File: config.mk
export PLATFORM = sky130hd
export DESIGN_NAME = xwdma_chan
export DESIGN_NICKNAME = d
export VERILOG_FILES = /design/src/rtl/xwdma_pkg.sv /design/src/rtl/xwdma_ptr.sv /design/src/rtl/xwdma_fit.sv /design/src/rtl/xwdma_evt.sv /design/src/rtl/xwdma_chan.sv
export SDC_FILE = /design/constraint.sdc
export NUM_CORES = 1
export LEC_CHECK = 0
export ABC_AREA = 1
export CAP_MARGIN = 30
export CORE_MARGIN = 3
export CORE_UTILIZATION = 36
export CTS_CLUSTER_SIZE = 20
export DETAILED_ROUTE_END_ITERATION = 12
export PLACE_DENSITY = 0.7
export SLEW_MARGIN = 40
export SYNTH_ARGS = -nofsm -noshare
export SYNTH_HDL_FRONTEND = slang
export SYNTH_SLANG_ARGS = --single-unit
File: constraint.sdc
create_clock -name clk -period 2.3 [get_ports clk]
set_input_delay 0.46 -clock clk [delete_from_list [all_inputs] [get_ports clk]]
set_output_delay 0.46 -clock clk [all_outputs]
set_load 0.02 [all_outputs]
File: src/rtl/xwdma_pkg.sv
package xwdma_pkg;
   localparam int DATA_W = 32;
   localparam int NUM_EV = 3;
   localparam int EV_HALF = 0;
   localparam int EV_DONE = 1;
   localparam int EV_ERR  = 2;

   typedef enum logic [1:0] {
      ST_IDLE = 2'd0,
      ST_RD   = 2'd1,
      ST_WR   = 2'd2
   } phase_t;

   function automatic logic [DATA_W-1:0] lane_mask(input logic [1:0] sz);
      case (sz)
         2'd0:    lane_mask = DATA_W'(32'h0000_00FF);
         2'd1:    lane_mask = DATA_W'(32'h0000_FFFF);
         default: lane_mask = '1;
      endcase
   endfunction
endpackage

File: src/rtl/xwdma_ptr.sv
module xwdma_ptr #(
   parameter int AW = 32
) (
   input  logic          clk,
   input  logic          rst_n,
   input  logic          load,
   input  logic [AW-1:0] base,
   input  logic          adv,
   input  logic          inc,
   input  logic [1:0]    sz,
   output logic [AW-1:0] addr
);
   logic [AW-1:0] step;

   always_comb begin
      case (sz)
         2'd0:    step = AW'(1);
         2'd1:    step = AW'(2);
         default: step = AW'(4);
      endcase
   end

   always_ff @(posedge clk or negedge rst_n) begin
      if (!rst_n)          addr <= '0;
      else if (load)       addr <= base;
      else if (adv && inc) addr <= addr + step;
   end


   ptr_hold_chk: assert property (@(posedge clk) disable iff (!rst_n)
      (!load && !adv) |=> $stable(addr));
endmodule

File: src/rtl/xwdma_fit.sv
module xwdma_fit
   import xwdma_pkg::*;
#(
   parameter bit ZERO_PAD = 1'b1
) (
   input  logic [DATA_W-1:0] din,
   input  logic [1:0]        src_sz,
   input  logic [1:0]        dst_sz,
   output logic [DATA_W-1:0] dout
);
   generate
      if (ZERO_PAD) begin : g_pad
         assign dout = din & lane_mask(src_sz) & lane_mask(dst_sz);
      end else begin : g_raw
         logic unused_sz;
         assign unused_sz = ^src_sz;
         assign dout = din & lane_mask(dst_sz);
      end
   endgenerate
endmodule

File: src/rtl/xwdma_evt.sv
module xwdma_evt #(
   parameter int NEV = 3
) (
   input  logic           clk,
   input  logic           rst_n,
   input  logic [NEV-1:0] set,
   input  logic [NEV-1:0] clr,
   input  logic [NEV-1:0] ie,
   output logic [NEV-1:0] flag,
   output logic           irq
);
   generate
      if (NEV < 1) begin : g_bad_nev
         $error("xwdma_evt: NEV must be at least 1");
      end
      for (genvar g = 0; g < NEV; g++) begin : g_ev
         always_ff @(posedge clk or negedge rst_n) begin
            if (!rst_n)      flag[g] <= 1'b0;
            else if (set[g]) flag[g] <= 1'b1;
            else if (clr[g]) flag[g] <= 1'b0;
         end


         flag_keep_chk: assert property (@(posedge clk) disable iff (!rst_n)
            (flag[g] && !clr[g]) |=> flag[g]);

         set_wins_chk: assert property (@(posedge clk) disable iff (!rst_n)
            set[g] |=> flag[g]);
      end
   endgenerate

   assign irq = |(flag & ie);
endmodule

File: src/rtl/xwdma_chan.sv
module xwdma_chan
   import xwdma_pkg::*;
#(
   parameter int AW = 32,
   parameter int CW = 16
) (
   input  logic              clk,
   input  logic              rst_n,
   input  logic              start_i,
   input  logic [AW-1:0]     src_base_i,
   input  logic [AW-1:0]     dst_base_i,
   input  logic [CW-1:0]     items_i,
   input  logic [1:0]        src_sz_i,
   input  logic [1:0]        dst_sz_i,
   input  logic              src_inc_i,
   input  logic              dst_inc_i,
   input  logic [2:0]        ev_clr_i,
   input  logic [2:0]        ev_ie_i,
   output logic              bus_req_o,
   output logic              bus_we_o,
   output logic [AW-1:0]     bus_addr_o,
   output logic [1:0]        bus_size_o,
   output logic [DATA_W-1:0] bus_wdata_o,
   input  logic [DATA_W-1:0] bus_rdata_i,
   input  logic              bus_ack_i,
   input  logic              bus_err_i,
   output logic              busy_o,
   output logic [2:0]        ev_flag_o,
   output logic              irq_o
);
   localparam int NSIDE = 2;

   generate
      if (AW < 3) begin : g_bad_aw
         $error("xwdma_chan: AW must be at least 3");
      end
      if (CW < 1) begin : g_bad_cw
         $error("xwdma_chan: CW must be at least 1");
      end
   endgenerate

   phase_t            phase;
   logic [CW-1:0]     remain;
   logic [CW-1:0]     half_mark;
   logic [1:0]        src_sz_q, dst_sz_q;
   logic              src_inc_q, dst_inc_q;
   logic [DATA_W-1:0] hold_q;

   logic start_ok, rd_done, wr_done, last_wr;
   logic [NUM_EV-1:0] ev_set;

   assign start_ok = (phase == ST_IDLE) && start_i && (items_i != '0);
   assign rd_done  = (phase == ST_RD) && bus_ack_i && !bus_err_i;
   assign wr_done  = (phase == ST_WR) && bus_ack_i && !bus_err_i;
   assign last_wr  = wr_done && (remain == CW'(1));

   always_ff @(posedge clk or negedge rst_n) begin
      if (!rst_n) begin
         phase     <= ST_IDLE;
         remain    <= '0;
         half_mark <= '0;
         src_sz_q  <= 2'd0;
         dst_sz_q  <= 2'd0;
         src_inc_q <= 1'b0;
         dst_inc_q <= 1'b0;
         hold_q    <= '0;
      end else begin
         case (phase)
            ST_IDLE: if (start_ok) begin
               phase     <= ST_RD;
               remain    <= items_i;
               half_mark <= items_i >> 1;
               src_sz_q  <= src_sz_i;
               dst_sz_q  <= dst_sz_i;
               src_inc_q <= src_inc_i;
               dst_inc_q <= dst_inc_i;
            end
            ST_RD: if (bus_err_i) begin
               phase <= ST_IDLE;
            end else if (bus_ack_i) begin
               hold_q <= bus_rdata_i;
               phase  <= ST_WR;
            end
            ST_WR: if (bus_err_i) begin
               phase <= ST_IDLE;
            end else if (bus_ack_i) begin
               remain <= remain - CW'(1);
               phase  <= (remain == CW'(1)) ? ST_IDLE : ST_RD;
            end
            default: phase <= ST_IDLE;
         endcase
      end
   end

   // Address pointers, one per side
   logic [AW-1:0] ptr_base [NSIDE];
   logic          ptr_adv  [NSIDE];
   logic          ptr_inc  [NSIDE];
   logic [1:0]    ptr_sz   [NSIDE];
   logic [AW-1:0] ptr_addr [NSIDE];

   assign ptr_base[0] = src_base_i;
   assign ptr_base[1] = dst_base_i;
   assign ptr_adv[0]  = rd_done;
   assign ptr_adv[1]  = wr_done;
   assign ptr_inc[0]  = src_inc_q;
   assign ptr_inc[1]  = dst_inc_q;
   assign ptr_sz[0]   = src_sz_q;
   assign ptr_sz[1]   = dst_sz_q;

   generate
      for (genvar s = 0; s < NSIDE; s++) begin : g_side
         xwdma_ptr #(.AW(AW)) u_ptr (
            .clk  (clk),
            .rst_n(rst_n),
            .load (start_ok),
            .base (ptr_base[s]),
            .adv  (ptr_adv[s]),
            .inc  (ptr_inc[s]),
            .sz   (ptr_sz[s]),
            .addr (ptr_addr[s])
         );
      end
   endgenerate

   xwdma_fit #(.ZERO_PAD(1'b1)) u_fit (
      .din   (hold_q),
      .src_sz(src_sz_q),
      .dst_sz(dst_sz_q),
      .dout  (bus_wdata_o)
   );

   assign ev_set[EV_HALF] = wr_done && ((remain - CW'(1)) == half_mark);
   assign ev_set[EV_DONE] = last_wr;
   assign ev_set[EV_ERR]  = bus_req_o && bus_err_i;

   xwdma_evt #(.NEV(NUM_EV)) u_evt (
      .clk  (clk),
      .rst_n(rst_n),
      .set  (ev_set),
      .clr  (ev_clr_i),
      .ie   (ev_ie_i),
      .flag (ev_flag_o),
      .irq  (irq_o)
   );

   assign busy_o     = (phase != ST_IDLE);
   assign bus_req_o  = busy_o;
   assign bus_we_o   = (phase == ST_WR);
   assign bus_addr_o = bus_we_o ? ptr_addr[1] : ptr_addr[0];
   assign bus_size_o = bus_we_o ? dst_sz_q : src_sz_q;


   rd_then_wr_chk: assert property (@(posedge clk) disable iff (!rst_n)
      (bus_req_o && !bus_we_o && bus_ack_i && !bus_err_i) |=> (bus_req_o && bus_we_o));

   req_hold_chk: assert property (@(posedge clk) disable iff (!rst_n)
      (bus_req_o && !bus_ack_i && !bus_err_i) |=>
         (bus_req_o && $stable(bus_addr_o) && $stable(bus_we_o)));

   err_stop_chk: assert property (@(posedge clk) disable iff (!rst_n)
      (bus_req_o && bus_err_i) |=> !bus_req_o);

   byte_lane_chk: assert property (@(posedge clk) disable iff (!rst_n)
      (bus_req_o && bus_we_o && bus_size_o == 2'd0) |-> (bus_wdata_o[DATA_W-1:8] == '0));
endmodule

==> results of run 1 <==
metrics by stage:
stage / instance area [sq um] / TNS [ns] / setup WS [ns]
4_1_cts: 12200 / -0.180 / -0.0578
2_1_floorplan: 8970 / 0 / 0.0448
6_report: 12200 / 0 / 0.0675
3_5_place_dp: 11700 / -0.00849 / -0.00849
3_3_place_gp: 11700 / 0 / 0.00202
5_1_grt: 12200 / 0 / 0.00191
path summary, 6_finish.rpt:
| check | to | slack (ns) |
|---|---|---|
| max reg2reg | g_side[1].u_ptr.addr[10]$_DFFE_PN0P_ | 0.17 |
| min | g_side[0].u_ptr.addr[27]$_DFFE_PN0P_ | 0.0001 |
| max in group asynchronous | remain[1]$_DFFE_PN0P_ | 1.69 |
| max | bus_addr_o[17] | 0.07 |
| min reg2reg | hold_q[12]$_DFFE_PN0P_ | 0.48 |
| min in group clk | hold_q[12]$_DFFE_PN0P_ | 0.48 |
metal layers:
layer / up-vias / routed length [um] / share of wire (%)
met2: 317 / 14700 / 48
met5: - / 0 / 0
met3: 59 / 1480 / 4.9
li1: 4639 / - / -
met1: 4437 / 13500 / 44
met4: 0 / 917 / 3.0
layout make-up:
cell class / instances / area (sq um) / area share, %
antenna: 1 / 2.50 / 0.0205
multi-input combinational: 947 / 4710 / 38.5
clock inverter: 12 / 116 / 0.951
clock buffer: 19 / 433 / 3.54
sequential: 138 / 3450 / 28.2
inverter: 147 / 554 / 4.53
timing repair buffer: 271 / 2550 / 20.9
tap: 324 / 405 / 3.31
critical path: stages (launching register included):
cell and delay (ns):
dfrtp_1 0.36, inv_2 0.06, nor2_4 0.12, buf_12 0.14
buf_4 0.12, clkbuf_16 0.14, nand2_1 0.09, o21ai_1 0.13
buf_2 0.20
cell usage in the layout (no fill, tap or decap), types with 22 or more instances in the layout:
cell	n
buf_2	22
xor2_1	25
dfrtp_1	137
o21ai_1	23
o211ai_1	30
nor2_1	126
dlygate4sd2_1	28
clkdlybuf4s50_1	141
nor3_1	23
nand3_1	83
inv_1	136
o21ai_0	106
buf_4	58
nand2_1	378
flip-flops by register name, summed over array words and instances, names as in the netlist:
name / count
dst_sz_q: 2
remain: 16
src_sz_q: 2
g_side.u_ptr.addr: 64
phase: 2
u_evt.flag: 3
src_inc_q: 1
half_mark: 15
dst_inc_q: 1
hold_q: 32
kinds of logic (layout without fill, tap and decap cells):
family	Yosys count	after routing	share of synthesized area [%]
AO/OA/AOI/OAI	215	215	13.5
XOR/XNOR	31	31	3.03
other	0	1	0
flip-flops	138	138	38.5
adder cells (fa/ha/maj)	10	10	1.56
buffers and inverters	203	449	9.68
AND/OR/NAND/NOR	691	691	33.8
power by group through the flow:
stage                     clock network [uW]  registers, uW  logic, uW
final                                   2650           4770       7840
after global routing                    2800           4940       8710
after CTS                               2700           4730       7810
after detailed placement                   0           4750       8020
after global placement                     0           4740       7830
after floorplan                            0           4380       5050
repair_timing:
item	in CTS	in global routing
pin swaps	0	3
resized for setup	174	25
cloned	1	1
buffers inserted	1	3
setup endpoints to repair	60	43
==> impl_metrics.toml, run 1 <==
[global_route]
grt.total_usage_pct = 22.8
grt_util_met1_pct = 30.8
grt_max_degree = 51
gr-max-usage-layer = "met2"
grt_pass1_wl_mm = 48.2
grt_pass1_vias = 9234
use_met2_pct = 36.9
grt.overflow.total = 0
met3_usage_pct = 3.13
antenna_found_initial = 1

[min_path]
hp-class = "input pin to asynchronous set/reset pin"

[setup_path]
path_max_fanout = 10
crit_start = "phase[1]$_DFFE_PN0P_"
reg2reg_depth = 11
path_class = "flip-flop to output port"
arrival_ns = 1.77
end_kind = "output port"
startpoint_type = "flip-flop"
crit_required_ns = 1.84
r2r_start = "g_side[1].u_ptr.addr[0]$_DFFE_PN0P_"

[yosys]
netlist.area_leader.share_pct = 38.5
synth-seq-cells = 138
synthTopCellsByCount = "nand2_1 (380), dfrtp_1 (138), inv_1 (137)"
syn_inst = 1288
synth_edf_count = 0
netlist_area_sq_um = 8970
synth_nets = 1427
syn_avg_cell_area_sq_um = 6.96
yosys-top-cells-area = "dfrtp_1 (39%), nand2_1 (16%), o21ai_0 (6.6%), inv_1 (5.7%), nor2_1 (5.4%)"
synthMostInstantiatedCell = "nand2_1"
async_flop_share_pct = 100
synth_top_cell_by_area = "dfrtp_1"
synth_warnings = 0
yosysSeqAreaShare_pct = 38.5
synth.distinct_cells = 46
synth_top_flop_cell = "dfrtp_1"

[die]
die_x_um = 164
die_area_sq_um = 26800
core-area_sq_um = 24400
initial_core_util_pct = 36.8
ioPinCount = 202
num_rows = 57
die_h_um = 164

[timing]
clock_skew_ns = 0.0156
finalMaxSlewViolations = 0
holdWs_ns = 0.000103
fmax_ghz = 0.448
min_period_over_period_pct = 97.1
hold_viol_final = 0
setup_viol = 0
slew_headroom_pct = 63.3
max_slew.worst_pin.slew_ns = 0.550
rsz0062_at_grt = "false"
finalCriticalPeriod_ns = 2.23

[clock_tree]
htree_num_levels = 4
cts.sinks = 138
cts_tree = "yes"
root_buffer = "clkbuf_16"
clkTransAtPathRegs_ns = 0.06
ctsHoldBuffers = 0
cts_made_buffers = 17
clockBufferDepth = 2
clock_latency_ns = 0.42

[place]
port_buffers = 201
place.gp.congestion = 0.921
dp_hpwl_mm = 23.4
placedCellCount = 1822

[pwr]
switching_share_pct = 46.7
combPwrFrac_pct = 51.4
internal_power_uw = 8140
p_total_uw = 15300
clock_power_share_pct = 17.4
pwr_density_cell_nw_per_um2 = 1250
p_leak_uw = 0.00565
seq_power_share_pct = 31.3
net-switching-power_uw = 7130
ir_drop_v = 0.000515

[job]
maxCapViolCount = 0

[status]
outcome = "completed"

[detailed_routing]
vias = 9452
drc_errors = 0
via_per_inst = 5.08
drt-total-wl_mm = 30.6
dr.pass1.iters = 7
dr.first_iter.drc_count = 660
wire_per_inst_um = 16.4
ant_nets = 0

[layout]
final_util_pct = 50.1
fin_nets = 1661
drive_above_1_share_pct = 12.6
area_growth_pct = 36.4
finalNonFillerCells = 1859
nFillCells = 2443
(Power assumes the default switching activity.)
==> run 2: changes to the inputs <==
--- a/config.mk
+++ b/config.mk
@@ -12,7 +12,7 @@
 export CTS_CLUSTER_SIZE = 20
 export DETAILED_ROUTE_END_ITERATION = 12
 export PLACE_DENSITY = 0.7
-export SLEW_MARGIN = 40
+export SLEW_MARGIN = 20
 export SYNTH_ARGS = -nofsm -noshare
 export SYNTH_HDL_FRONTEND = slang
 export SYNTH_SLANG_ARGS = --single-unit
==> results of run 2 <==
The final DEF is identical to that of run 1; final timing and power are the same.
